**src/rtl/pdpwm5_pkg.sv**
```systemverilog
package pdpwm5_pkg;

  localparam int NUM_SW = 6;
  localparam int SW_A1  = 0;
  localparam int SW_A2  = 1;
  localparam int SW_A3  = 2;
  localparam int SW_B1  = 3;
  localparam int SW_B2  = 4;
  localparam int SW_B3  = 5;

  typedef logic signed [2:0] lvl_t;

  // Fixed choice among redundant states: first option for +-1, and
  // the zero state keeps the middle switch of the current half-cycle.
  function automatic logic [NUM_SW-1:0] lvl_to_gates(input lvl_t lvl, input logic pos);
    logic [NUM_SW-1:0] g;
    g = '0;
    case (lvl)
      3'sd2: begin
        g[SW_A2] = 1'b1; g[SW_B1] = 1'b1; g[SW_B3] = 1'b1;
      end
      3'sd1: begin
        g[SW_A2] = 1'b1; g[SW_A3] = 1'b1; g[SW_B1] = 1'b1;
      end
      -3'sd1: begin
        g[SW_A1] = 1'b1; g[SW_B2] = 1'b1; g[SW_B3] = 1'b1;
      end
      -3'sd2: begin
        g[SW_A1] = 1'b1; g[SW_A3] = 1'b1; g[SW_B2] = 1'b1;
      end
      default: begin
        if (pos) begin
          g[SW_A1] = 1'b1; g[SW_A2] = 1'b1; g[SW_A3] = 1'b1;
        end else begin
          g[SW_B1] = 1'b1; g[SW_B2] = 1'b1; g[SW_B3] = 1'b1;
        end
      end
    endcase
    return g;
  endfunction

endpackage

```
**src/rtl/pdpwm5_carrier.sv**
```systemverilog
module pdpwm5_carrier #(
  parameter int PER_W = 12
) (
  input  logic             clk,
  input  logic             rst_n,
  input  logic             en_i,
  input  logic [PER_W-1:0] half_period_i,
  output logic [PER_W-1:0] eff_p_o,
  output logic [PER_W-1:0] cnt_o,
  output logic             peak_o
);

  logic [PER_W-1:0] cnt_q;
  logic             up_q;

  assign eff_p_o = (half_period_i == '0) ? PER_W'(1) : half_period_i;
  assign cnt_o   = cnt_q;
  assign peak_o  = en_i && (cnt_q == eff_p_o);

  always_ff @(posedge clk or negedge rst_n) begin
    if (!rst_n) begin
      cnt_q <= '0;
      up_q  <= 1'b1;
    end else if (!en_i) begin
      cnt_q <= '0;
      up_q  <= 1'b1;
    end else if (up_q) begin
      if (cnt_q >= eff_p_o) begin
        cnt_q <= cnt_q - 1'b1;
        up_q  <= 1'b0;
      end else begin
        cnt_q <= cnt_q + 1'b1;
        if ((cnt_q + 1'b1) == eff_p_o) up_q <= 1'b0;
      end
    end else begin
      if (cnt_q <= PER_W'(1)) begin
        cnt_q <= '0;
        up_q  <= 1'b1;
      end else begin
        cnt_q <= cnt_q - 1'b1;
      end
    end
  end

  // the peak strobe is one cycle wide while the period is steady
  p_peak_single_r1: assert property (@(posedge clk) disable iff (!rst_n)
    (en_i && peak_o) ##1 (en_i && $stable(half_period_i)) |-> !peak_o)
    else $error("peak strobe longer than one cycle");

  // disabling returns the carrier to its start
  p_idle_r9: assert property (@(posedge clk) disable iff (!rst_n)
    !en_i |=> (cnt_q == '0) && !peak_o)
    else $error("carrier not parked while disabled");

endmodule

```
**src/rtl/pdpwm5_level.sv**
```systemverilog
module pdpwm5_level
  import pdpwm5_pkg::*;
#(
  parameter int REF_W = 12,
  parameter int MI_W  = 8,
  parameter int PER_W = 12
) (
  input  logic                    clk,
  input  logic                    rst_n,
  input  logic                    en_i,
  input  logic                    ref_valid_i,
  output logic                    ref_ready_o,
  input  logic signed [REF_W-1:0] ref_data_i,
  input  logic [MI_W-1:0]         mod_index_i,
  input  logic [PER_W-1:0]        eff_p_i,
  input  logic [PER_W-1:0]        cnt_i,
  input  logic                    peak_i,
  output lvl_t                    lvl_o,
  output logic                    pos_o
);

  localparam int F      = REF_W - 1;
  localparam int PROD_W = REF_W + MI_W;
  localparam int X_W    = REF_W + PER_W + 1;

  logic signed [REF_W-1:0] held_ref;
  logic [REF_W-1:0]        neg_ref;
  logic [REF_W-1:0]        mag;
  logic [PROD_W-1:0]       prod;
  logic [REF_W-1:0]        m_scaled;
  logic [X_W-1:0]          x_val;
  logic [X_W-1:0]          lo_th;
  logic [X_W-1:0]          hi_th;
  logic [1:0]              mag_lvl;
  logic                    neg_half;
  lvl_t                    lvl_next;
  lvl_t                    lvl_q;
  logic                    pos_q;
  logic                    accept;

  assign ref_ready_o = en_i && peak_i;
  assign accept      = ref_valid_i && ref_ready_o;

  assign neg_half = held_ref[REF_W-1];
  assign neg_ref  = $unsigned(-held_ref);
  assign mag      = neg_half ? neg_ref : $unsigned(held_ref);
  assign prod     = PROD_W'(mag) * PROD_W'(mod_index_i);
  assign m_scaled = prod[PROD_W-1:MI_W];
  assign x_val    = X_W'(m_scaled) * X_W'({eff_p_i, 1'b0});
  assign lo_th    = X_W'(cnt_i) << F;
  assign hi_th    = (X_W'(cnt_i) + X_W'(eff_p_i)) << F;

  always_comb begin
    if (x_val > hi_th)      mag_lvl = 2'd2;
    else if (x_val > lo_th) mag_lvl = 2'd1;
    else                    mag_lvl = 2'd0;
    lvl_next = neg_half ? -$signed({1'b0, mag_lvl}) : $signed({1'b0, mag_lvl});
  end

  always_ff @(posedge clk or negedge rst_n) begin
    if (!rst_n) begin
      held_ref <= '0;
      lvl_q    <= '0;
      pos_q    <= 1'b1;
    end else if (!en_i) begin
      held_ref <= '0;
      lvl_q    <= '0;
      pos_q    <= 1'b1;
    end else begin
      if (accept) held_ref <= ref_data_i;
      lvl_q <= lvl_next;
      pos_q <= !neg_half;
    end
  end

  assign lvl_o = lvl_q;
  assign pos_o = pos_q;

  // without a handshake the held sample does not move
  p_hold_r2: assert property (@(posedge clk) disable iff (!rst_n)
    (en_i && !accept) ##1 en_i |-> $stable(held_ref))
    else $error("held reference changed without handshake");

  // level code stays within -2..+2
  p_range_r5: assert property (@(posedge clk) disable iff (!rst_n)
    (lvl_q <= 3'sd2) && (lvl_q >= -3'sd2))
    else $error("level code out of range");

  // positive half-cycle never carries a negative level
  p_sign_r4: assert property (@(posedge clk) disable iff (!rst_n)
    pos_q |-> (lvl_q >= 3'sd0))
    else $error("level sign disagrees with half-cycle");

endmodule

```
**src/rtl/pdpwm5_deadband.sv**
```systemverilog
module pdpwm5_deadband #(
  parameter int N    = 6,
  parameter int DT_W = 6
) (
  input  logic            clk,
  input  logic            rst_n,
  input  logic            en_i,
  input  logic [N-1:0]    target_i,
  input  logic [DT_W-1:0] dead_i,
  output logic [N-1:0]    gate_o
);

  for (genvar i = 0; i < N; i++) begin : g_sw
    logic [DT_W-1:0] wait_q;
    logic            on_q;

    always_ff @(posedge clk or negedge rst_n) begin
      if (!rst_n) begin
        wait_q <= '0;
        on_q   <= 1'b0;
      end else if (!en_i || !target_i[i]) begin
        wait_q <= '0;
        on_q   <= 1'b0;
      end else if (!on_q) begin
        if (wait_q >= dead_i) on_q <= 1'b1;
        else                  wait_q <= wait_q + 1'b1;
      end
    end

    assign gate_o[i] = on_q;

    // turn-off follows the target within one cycle
    p_fall_fast_r8: assert property (@(posedge clk) disable iff (!rst_n)
      !target_i[i] |=> !gate_o[i])
      else $error("gate stayed on after target dropped");
  end

endmodule

```
**src/rtl/pdpwm5_gate_gen.sv**
```systemverilog
module pdpwm5_gate_gen
  import pdpwm5_pkg::*;
#(
  parameter int REF_W = 12,
  parameter int MI_W  = 8,
  parameter int PER_W = 12,
  parameter int DT_W  = 6
) (
  input  logic                    clk,
  input  logic                    rst_n,
  input  logic                    en_i,
  input  logic                    ref_valid_i,
  output logic                    ref_ready_o,
  input  logic signed [REF_W-1:0] ref_data_i,
  input  logic [MI_W-1:0]         mod_index_i,
  input  logic [PER_W-1:0]        half_period_i,
  input  logic [DT_W-1:0]         dead_i,
  output logic [NUM_SW-1:0]       gate_o,
  output logic [2:0]              level_o,
  output logic                    peak_o
);

  logic [PER_W-1:0]  eff_p;
  logic [PER_W-1:0]  cnt;
  logic              peak;
  lvl_t              lvl;
  logic              pos;
  logic [NUM_SW-1:0] target;

  pdpwm5_carrier #(.PER_W(PER_W)) u_carrier (
    .clk           (clk),
    .rst_n         (rst_n),
    .en_i          (en_i),
    .half_period_i (half_period_i),
    .eff_p_o       (eff_p),
    .cnt_o         (cnt),
    .peak_o        (peak)
  );

  pdpwm5_level #(.REF_W(REF_W), .MI_W(MI_W), .PER_W(PER_W)) u_level (
    .clk         (clk),
    .rst_n       (rst_n),
    .en_i        (en_i),
    .ref_valid_i (ref_valid_i),
    .ref_ready_o (ref_ready_o),
    .ref_data_i  (ref_data_i),
    .mod_index_i (mod_index_i),
    .eff_p_i     (eff_p),
    .cnt_i       (cnt),
    .peak_i      (peak),
    .lvl_o       (lvl),
    .pos_o       (pos)
  );

  assign target = lvl_to_gates(lvl, pos);

  pdpwm5_deadband #(.N(NUM_SW), .DT_W(DT_W)) u_dead (
    .clk      (clk),
    .rst_n    (rst_n),
    .en_i     (en_i),
    .target_i (target),
    .dead_i   (dead_i),
    .gate_o   (gate_o)
  );

  assign level_o = lvl;
  assign peak_o  = peak;

  // the two middle switches are never on together
  p_mid_excl_r7: assert property (@(posedge clk) disable iff (!rst_n)
    !(gate_o[SW_A2] && gate_o[SW_B2]))
    else $error("both middle switches on");

  // never more than three gates on
  p_on_count_r11: assert property (@(posedge clk) disable iff (!rst_n)
    $countones(gate_o) <= 3)
    else $error("too many gates on");

  // leg A has no turn-on in a cycle where one of its gates turns off
  p_leg_a_r8: assert property (@(posedge clk) disable iff (!rst_n)
    ((dead_i != '0) && ((gate_o[2:0] & ~$past(gate_o[2:0])) != 3'b000))
      |-> ((~gate_o[2:0] & $past(gate_o[2:0])) == 3'b000))
    else $error("leg A overlap");

  // the same rule for leg B
  p_leg_b_r8: assert property (@(posedge clk) disable iff (!rst_n)
    ((dead_i != '0) && ((gate_o[5:3] & ~$past(gate_o[5:3])) != 3'b000))
      |-> ((~gate_o[5:3] & $past(gate_o[5:3])) == 3'b000))
    else $error("leg B overlap");

  // gates are off in the cycle after disable
  p_off_r9: assert property (@(posedge clk) disable iff (!rst_n)
    !en_i |=> (gate_o == '0) && (level_o == 3'b000))
    else $error("outputs active while disabled");

endmodule

```
**config.mk**
```make
export PLATFORM = sky130hd
export DESIGN_NAME = pdpwm5_gate_gen
export DESIGN_NICKNAME = d
export VERILOG_FILES = /design/src/rtl/pdpwm5_pkg.sv /design/src/rtl/pdpwm5_carrier.sv /design/src/rtl/pdpwm5_level.sv /design/src/rtl/pdpwm5_deadband.sv /design/src/rtl/pdpwm5_gate_gen.sv
export SDC_FILE = /design/constraint.sdc
export NUM_CORES = 1
export LEC_CHECK = 0
export BUFFER_PORTS_ARGS = -buffer_cell sky130_fd_sc_hd__buf_2
export CAP_MARGIN = 40
export CORE_MARGIN = 5
export CORE_UTILIZATION = 65
export DETAILED_ROUTE_END_ITERATION = 10
export PLACE_DENSITY = 0.85
export SLEW_MARGIN = 20
export SYNTH_ARGS = -nofsm -noshare
export SYNTH_HDL_FRONTEND = slang
export SYNTH_SLANG_ARGS = --single-unit
```
**constraint.sdc**
```tcl
create_clock -name clk -period 12.8 [get_ports clk]
set_input_delay 2.56 -clock clk [delete_from_list [all_inputs] [get_ports clk]]
set_output_delay 2.56 -clock clk [all_outputs]
set_load 0.01 [all_outputs]
```
Word-level counts from Yosys, hierarchy flattened
Cells that the tools add are included.
{"block": "classes", "mux": 62, "multipliers": 2, "order_cmp": 10, "n_eq_ne": 19, "n_addsub": 11, "reduce_logical": 28}
{"cell": "$mux W6", "count": 18}
{"cell": "$mux W12", "count": 8}
{"cell": "$add A6 B1 Y6 const B", "count": 6}
{"cell": "$ge A6 B6 Y1", "count": 6}
{"cell": "$gt A25 B23 Y1", "count": 1}
{"cell": "$gt A25 B25 Y1", "count": 1}
{"cell": "$mux W1", "count": 25}
{"cell": "$eq A12 B12 Y1", "count": 2}
{"cell": "$mul A12 B12 Y24", "count": 1}
{"cell": "$mul A12 B8 Y20", "count": 1}
{"cell": "$ne A2 B1 Y1 const B", "count": 7}
{"cell": "$add A12 B12 Y13", "count": 1}
{"cell": "$add A12 B1 Y12 const B", "count": 1}
{"cell": "$ge A12 B12 Y1", "count": 1}
{"cell": "$le A12 B1 Y1 const B", "count": 1}
{"cell": "$logic_not A12 Y1", "count": 1}
{"cell": "$mux W3", "count": 4}
{"cell": "$ne A2 B2 Y1 const B", "count": 6}
{"cell": "$neg A12 Y12", "count": 1}
{"cell": "$pmux W1 S2", "count": 6}
{"cell": "$reduce_and A2 Y1", "count": 6}
{"cell": "$sub A12 B1 Y12 const B", "count": 1}
{"cell": "$logic_not A1 Y1", "count": 8}
{"cell": "$reduce_or A2 Y1", "count": 4}
{"cell": "7 further kinds", "count": 15}
{"block": "word_totals", "inputBits": 42, "output_inout_bits": 11, "reg_bits": 71, "wordCells": 149}

Depth between registers and ports, before layout
Gate-level depths: netlist of the first run.
{"block": "depth", "word_depth": 10, "mapped_depth": 50, "mapped_depth_nobuf": 48}

Cells and area by module
A second synthesis of the first run with hierarchy kept.
{"block": "unflattened", "hier_cells": 1591, "area_unflattened_um2": 14028.5}
{"module": "pdpwm5_level", "seq_area_each_um2": 401.6, "area_each_um2": 9542.9, "cells_each": 1094, "instances": 1}
{"module": "pdpwm5_deadband", "seq_area_each_um2": 1051.0, "area_each_um2": 2750.1, "cells_each": 276, "instances": 1}
{"module": "pdpwm5_carrier", "seq_area_each_um2": 326.6, "area_each_um2": 1636.6, "cells_each": 205, "instances": 1}
{"module": "pdpwm5_gate_gen", "seq_area_each_um2": 0.0, "area_each_um2": 98.8, "cells_each": 16, "instances": 1}

Least setup slack after synthesis of the first run
OpenSTA, ideal clock, no wires.
{"block": "synth_timing", "kind": "input to register", "start": "input port mod_index_i[6]", "end": "register u_level.lvl_q[1] (netlist: u_level.lvl_o[1])", "setup_slack_ns": 0.103, "setup_ns": 0.131, "arrival_time_ns": 12.566, "required_ns": 12.669, "stages": 42, "path_buffers": 2, "path_cell_list": "clkbuf_1 > nor2b_1 > fa_1 > fa_1 > fa_1 > inv_1 > fa_1 > inv_1 > ha_1 > a2111oi_0 > o211ai_1 > nor3_2 > nor3_1 > o21a_1 > nor2_1 > xnor2_1 > buf_2 > nand2_1 > [6 not listed] > fa_1 > inv_1 > ha_1 > a21oi_1 > o21ai_0 > or3b_2 > o211a_1 > o21ai_0 > nand2_1 > a21oi_1 > xnor2_1 > ha_1 > and3_1 > nand3_1 > a21oi_1 > a211o_1 > a21oi_1 > o22ai_1"}
{"block": "synth_via", "elab_chain_cells": 8, "word_cells_on_any_way": 9, "cone_classes": "add/sub (1); mul (2); order compare (2); mux (4)"}
{"item": "start, declared", "line": "pdpwm5_gate_gen.sv:15", "text": "input logic [MI_W-1:0] mod_index_i,"}
{"item": "$mul A12 B8 Y20 *", "line": "pdpwm5_level.sv:47", "text": "assign prod = PROD_W'(mag) * PROD_W'(mod_index_i);"}
{"item": "$mul A12 B12 Y24 *", "line": "pdpwm5_level.sv:49", "text": "assign x_val = X_W'(m_scaled) * X_W'({eff_p_i, 1'b0});"}
{"item": "$gt A25 B23 Y1", "line": "pdpwm5_level.sv:55", "text": "else if (x_val > lo_th) mag_lvl = 2'd1;"}
{"item": "$mux W1", "line": "pdpwm5_level.sv:55"}
{"item": "$mux W2 *", "line": "pdpwm5_level.sv:54", "text": "if (x_val > hi_th) mag_lvl = 2'd2;"}
{"item": "$neg A2 Y3", "line": "pdpwm5_level.sv:57", "text": "lvl_next = neg_half ? -$signed({1'b0, mag_lvl}) : $signed({1'b0, mag_lvl});"}
{"item": "$mux W3 *", "line": "pdpwm5_level.sv:57"}
{"item": "$mux W3 *", "line": "pdpwm5_level.sv:65", "text": "end else if (!en_i) begin"}
{"item": "end signal, assigned", "line": "pdpwm5_level.sv:71", "text": "lvl_q <= lvl_next;"}
{"item": "end, declared", "line": "pdpwm5_level.sv:37", "text": "lvl_t lvl_q;"}
Mark *: on every way between the ends. The rest lies on a longest branch, timed or not.
A chain may end at the register's enable or synchronous reset.

Final worst setup path of the first run
Ends and elaborated chain as after synthesis.

==> results of run 1 <==
cells by family after synthesis:
group	after synthesis
DFF	71
muxes	16
adders and majority gates	354
AOI/OAI and AO/OA	225
and+or+nand+nor	495
xor gates and xnor gates	88
buffers and inverters	322
layout make-up:
cell class	count	area [sq um]
Clock buffer	12	256.5
Clock inverter	4	52.55
Fill cell	1487	5597
Inverter	259	972.2
Multi-Input combinational cell	1178	11060
Sequential cell	71	1779
Tap cell	275	344.1
Timing Repair Buffer	131	898.4
synthesized netlist by cell type, drive strengths merged (6+ instances only):
master / n
nand2b: 28
xnor2: 67
o211ai: 7
nand4: 11
a21o: 36
mux2i: 15
dfrtp: 69
nor2: 79
buf: 15
a211oi: 16
a2111oi: 9
a21oi: 54
and2: 90
xor2: 21
o21a: 9
o21ai: 41
nor2b: 63
nor4: 8
a31oi: 6
ha: 194
inv: 259
nand3: 46
fa: 160
nand2: 108
nor3: 20
and3: 15
clkbuf: 48
o21bai: 7
worst min path at each step:
stage | startpoint | end | slack (ps) | cells past startpoint
floorplan | u_level.held_ref[10] | u_level.held_ref[10] | 500 | 2
global placement | u_dead.g_sw[2].wait_q[5] | u_dead.g_sw[2].wait_q[5] | 530 | 2
detailed placement | u_dead.g_sw[2].wait_q[5] | u_dead.g_sw[2].wait_q[5] | 550 | 2
CTS | u_dead.g_sw[2].wait_q[5] | u_dead.g_sw[2].wait_q[5] | 560 | 2
global route | u_level.held_ref[4] | u_level.held_ref[4] | 590 | 2
finish | u_dead.g_sw[2].wait_q[5] | u_dead.g_sw[2].wait_q[5] | 560 | 2
report_power, final:
part | switching, mW | internal [mW]
combinational | 0.291 | 0.232
sequential | 0.0452 | 0.248
clock | 0.0994 | 0.162
total | 0.435 | 0.643
tightest hold or removal path, cell delays in order (launching register included):
cell,delay (ps)
dfrtp_1,360
xor2_1,70
nor2_1,80
stage by stage:
stage / cells / power (mW)
global route: 1930 / 1.159
CTS: 1922 / 1.067
floorplan: 1571 / 0.6686
global placement: 1905 / 0.7792
detailed placement: 1906 / 0.7974
finish: 1930 / 1.078
per-layer routing:
metal	share of wire (%)	routed length, microns	track usage, %	vias up
met3	5.4	1837	4.466	93
met1	42	14030	37.00	5541
met5	0	0	0	-
met4	2.8	937	8.712	0
li1	-	-	-	5269
met2	50	16950	50.00	380
sequential cells by signal (all words and copies together), names as in the netlist:
register / flops
u_dead.g_sw.on_q: 6
u_level.lvl_o: 3
u_carrier.cnt_o: 12
u_carrier.up_q: 1
u_level.pos_o: 1
u_level.held_ref: 12
u_dead.g_sw.wait_q: 36
what timing repair did:
item	4_1_cts	5_1_grt
pin swaps	0	31
buffers inserted	0	8
setup endpoints to repair	3	3
gates resized for setup	3	63
==> flow_summary.json, run 1 <==
{
  "fin_nets": 2046,
  "synth.avg_cell_area_sq_um": 8.770,
  "hpwl_microns": 26120,
  "final_common_cell": "inv_1",
  "antenna_left": 0,
  "synth_seq_cells": 71,
  "clk_pin_slew_ps": 60,
  "critPathTopFamily": "adder cells",
  "antenna_cells": 0,
  "synth_area_leader_cell": "fa_1",
  "h-tree-depth": 3,
  "dr_total_vias": 11280,
  "fin_util_pct": 73.29,
  "die_h_microns": 155.6,
  "async_flop_share_pct": 100.0,
  "ios": 53,
  "layout_common_cells": "inv_1 (257), ha_1 (185), fa_1 (154)",
  "place.gp.congestion": 0.8855,
  "yosys.area_share.adder_pct": 40.86,
  "die_w_microns": 155.6,
  "grt_max_degree": 44,
  "fin_setup_tns_ps": 0,
  "first_global_vias": 11860,
  "peakVddDrop_uv": 132.3,
  "drive_above_1_share_pct": 13.96,
  "drv_cap": 0,
  "synthTopCellsByArea": "fa_1 (23%), ha_1 (18%), dfrtp_1 (13%)",
  "area_delta_synth_final_pct": 11.47,
  "syn_area_sq_um": 13780,
  "synth_top_family_by_area": "adder cells",
  "port_buffers": 52,
  "yosysWarnings": 0,
  "synth-edff-count": 0,
  "synthCells": 1571,
  "final_area_sq_um": 15360,
  "ys.flop_type": "dfrtp_1",
  "crit_slowest_cell": "fa_1",
  "cp_slowest_stage_delay_ps": 550,
  "syn_nets": 1967,
  "core_sq_um": 20960,
  "synth_xor_area_share_pct": 5.594,
  "synth-simple-area-share_pct": 18.92,
  "min_period_over_period_pct": 97.52,
  "cts_hold_buffers": 0,
  "worst_pin_slew_ps": 853.5,
  "slew_headroom_pct": 42.91,
  "end_kind": "flop",
  "cts_max_path_buffers": 2,
  "routed_wirelength_microns": 33750,
  "skew_ps": 9.530,
  "final-max-slew-violation-count": 0,
  "crit_top_cell": "fa_1",
  "fin_crit_ps": 12480,
  "hold_viol_final": 0,
  "crit_type": "in2reg",
  "setup_ws_ps": 317.3,
  "crit_buf_inv": 8,
  "cts_tree": "done",
  "critPathArrivalTime_ps": 12690,
  "critical_path.endpoint": "u_level.lvl_o[1]",
  "gr-usage-all-layers_pct": 28.67,
  "reg2regPathDepth": 46,
  "hold_ws_ps": 560.5,
  "dieArea_sq_um": 24210,
  "ys_types": 75,
  "num_rows": 53,
  "initial_core_util_pct": 65.75,
  "drc_errors": 0,
  "cts_buffers": 9,
  "placed_area_sq_um": 14680,
  "critical_path.startpoint_type": "input pin",
  "root_buffer": "clkbuf_16",
  "rrSetupSlack_ps": 900,
  "yosys.area.top_type_share_pct": 23.25,
  "r2r-start": "u_level.held_ref[3]",
  "clk_latency_ps": 340,
  "dr.pass1.iters": 5,
  "vias_per_cell": 5.846,
  "p_leak_nw": 8.340,
  "clock_sinks": 71,
  "grt_pass1_wl_microns": 57040,
  "r2r-end": "u_level.lvl_o[1]",
  "place_ws_ps": -419.3,
  "critPathLaunch": "mod_index_i[6]",
  "wire_per_inst_microns": 17.49,
  "synthMuxAreaShare_pct": 1.171,
  "status": "finished, final reports clean",
  "overflow": 0,
  "drt_iter0_drc": 640,
  "fmax_mhz": 80.11,
  "synth_compound_area_share_pct": 11.51,
  "crit_required_ps": 13010,
  "p_per_area_nw_per_um2": 70.22,
  "yosysSeqAreaShare_pct": 12.91,
  "worstHoldPathType": "reg2reg",
  "setup_viol": 0,
  "antenna_found_initial": 0,
  "crit_cells": 42,
  "cp_max_fo": 9
}
(Power assumes the default switching activity.)
==> run 2, diff against run 1 <==
clock period = 13.2 ns   (was 12.8 ns; I/O delays follow)
==> flow_summary.json, run 2 (synthesis results as in run 1) <==
{
  "grt_max_degree": 58,
  "reg2regPathDepth": 47,
  "dr.pass1.iters": 5,
  "place_ws_ps": -234.4,
  "hold_viol_final": 0,
  "fin_crit_ps": 12870,
  "crit_slowest_cell": "fa_1",
  "layout_common_cells": "inv_1 (257), ha_1 (190), fa_1 (159)",
  "setup_viol": 0,
  "num_rows": 53,
  "p_per_area_nw_per_um2": 69.33,
  "combPwrFrac_pct": 48.3,
  "critPathLaunch": "mod_index_i[6]",
  "hpwl_microns": 25380,
  "fin_setup_tns_ps": 0,
  "r2r-end": "u_level.lvl_o[1]",
  "routed_wirelength_microns": 32070,
  "grt_pass1_wl_microns": 54910,
  "status": "finished, final reports clean",
  "drv_cap": 0,
  "largest_reg_flops": 36,
  "clk_latency_ps": 340,
  "port_buffers": 52,
  "pwr-share-clk_pct": 24.1,
  "skew_ps": 7.026,
  "dr_total_vias": 10980,
  "peakVddDrop_uv": 120.4,
  "antenna_left": 0,
  "critical_path.endpoint": "u_level.lvl_o[1]",
  "area_delta_synth_final_pct": 7.819,
  "p_sw_mw": 0.4251,
  "ios": 53,
  "worst_pin_slew_ps": 764.6,
  "die_h_microns": 155.6,
  "min_period_over_period_pct": 97.48,
  "initial_core_util_pct": 65.75,
  "root_buffer": "clkbuf_16",
  "cp_max_fo": 8,
  "met3_usage_pct": 5.104,
  "power_mw": 1.030,
  "critPathArrivalTime_ps": 13080,
  "p_int_mw": 0.6049,
  "dieArea_sq_um": 24210,
  "antenna_found_initial": 0,
  "fmax_mhz": 77.72,
  "rrSetupSlack_ps": 720,
  "met2_usage_pct": 47.75,
  "die_w_microns": 155.6,
  "clock_sinks": 71,
  "cts_max_path_buffers": 2,
  "first_global_vias": 11610,
  "antenna_cells": 0,
  "busiest_layer": "met2",
  "dp_cells": 1864,
  "setup_ws_ps": 333.2,
  "final_common_cell": "inv_1",
  "regMostFlops": "u_dead.g_sw.wait_q",
  "crit_type": "in2reg",
  "critical_path.startpoint_type": "input pin",
  "fin_util_pct": 70.89,
  "wire_per_inst_microns": 17.00,
  "end_kind": "flop",
  "final-max-slew-violation-count": 0,
  "drive_above_1_share_pct": 9.994,
  "core_sq_um": 20960,
  "crit_top_cell": "fa_1",
  "drt_iter0_drc": 580,
  "fin_cells": 1886,
  "clk_pin_slew_ps": 60,
  "seq_power_share_pct": 27.6,
  "fin_nets": 2002,
  "vias_per_cell": 5.822,
  "worstHoldPathType": "reg2reg",
  "cts_buffers": 9,
  "place.gp.congestion": 0.9184,
  "overflow": 0,
  "crit_required_ps": 13410,
  "use_met1_pct": 35.10,
  "cp_slowest_stage_delay_ps": 560,
  "num-fill-cells": 1575,
  "r2r-start": "u_level.held_ref[0]",
  "cts_tree": "done",
  "gr-usage-all-layers_pct": 27.31,
  "p_leak_nw": 8.105,
  "switching_share_pct": 41.27,
  "cts_hold_buffers": 0,
  "drc_errors": 0,
  "slew_headroom_pct": 48.66,
  "h-tree-depth": 3
}
[run 2: changes by cell type in the layout (fill, tap and decap cells not counted), sizes merged]
cell,before,now
clkbuf,12,9
clkinv,2,4
buf,131,87
clkinvlp,0,1
[run 2: worst min-delay path by stage]
stage | slack (ps) | from | cells after the start | to
after floorplan | 500 | u_level.held_ref[10] | 2 | u_level.held_ref[10]
after global placement | 530 | u_level.held_ref[4] | 2 | u_level.held_ref[4]
after detailed placement | 530 | u_level.held_ref[4] | 2 | u_level.held_ref[4]
after CTS | 550 | u_level.held_ref[4] | 2 | u_level.held_ref[4]
after global routing | 600 | u_dead.g_sw[1].wait_q[5] | 2 | u_dead.g_sw[1].wait_q[5]
final | 550 | u_level.held_ref[4] | 2 | u_level.held_ref[4]
[run 2: power by group through the flow]
stage	Sequential [mW]	Combinational [mW]	Clock (mW)
finish	0.284	0.498	0.248
global route	0.287	0.557	0.261
CTS	0.283	0.486	0.250
detailed placement	0.287	0.479	0
global placement	0.285	0.466	0
floorplan	0.271	0.377	0
[run 2: critical path, delay by kind of cell]
family / cells / cell delay (ps)
AO/OA/AOI/OAI: 12 / 1920
XOR/XNOR: 1 / 120
adder cells (fa/ha/maj): 12 / 5730
AND/OR/NAND/NOR: 9 / 1990
buffers and inverters: 7 / 660
[run 2: final cells by class]
cell class | instances | area (sq um) | share of cell area, %
well taps | 275 | 344.1 | 2.316
repair buffers | 87 | 550.5 | 3.706
clock inverters | 7 | 72.57 | 0.4885
clock buffers | 9 | 225.2 | 1.516
multi-input cells | 1178 | 10910 | 73.45
inverters | 259 | 972.2 | 6.544
flip-flops and latches | 71 | 1779 | 11.98
[run 2: metrics by stage]
stage          area [sq um]  hold WS [ps]
6_report              14860         547.6
5_1_grt               14860         599.8
4_1_cts               14650         548.0
3_5_place_dp          14350         534.2
3_3_place_gp          14310         530.5
2_1_floorplan         13780         503.1
[run 2: routing by layer]
layer | vias up | share of wire, %
li1 | 5170 | -
met1 | 5400 | 41
met2 | 346 | 51
met3 | 65 | 5.8
met4 | 0 | 2.0
met5 | - | 0
[run 2: repair_timing]
item	4_1_cts	5_1_grt
pin swaps	0	17
buffers inserted	0	6
setup endpoints to repair	1	3
gates resized for setup	1	33
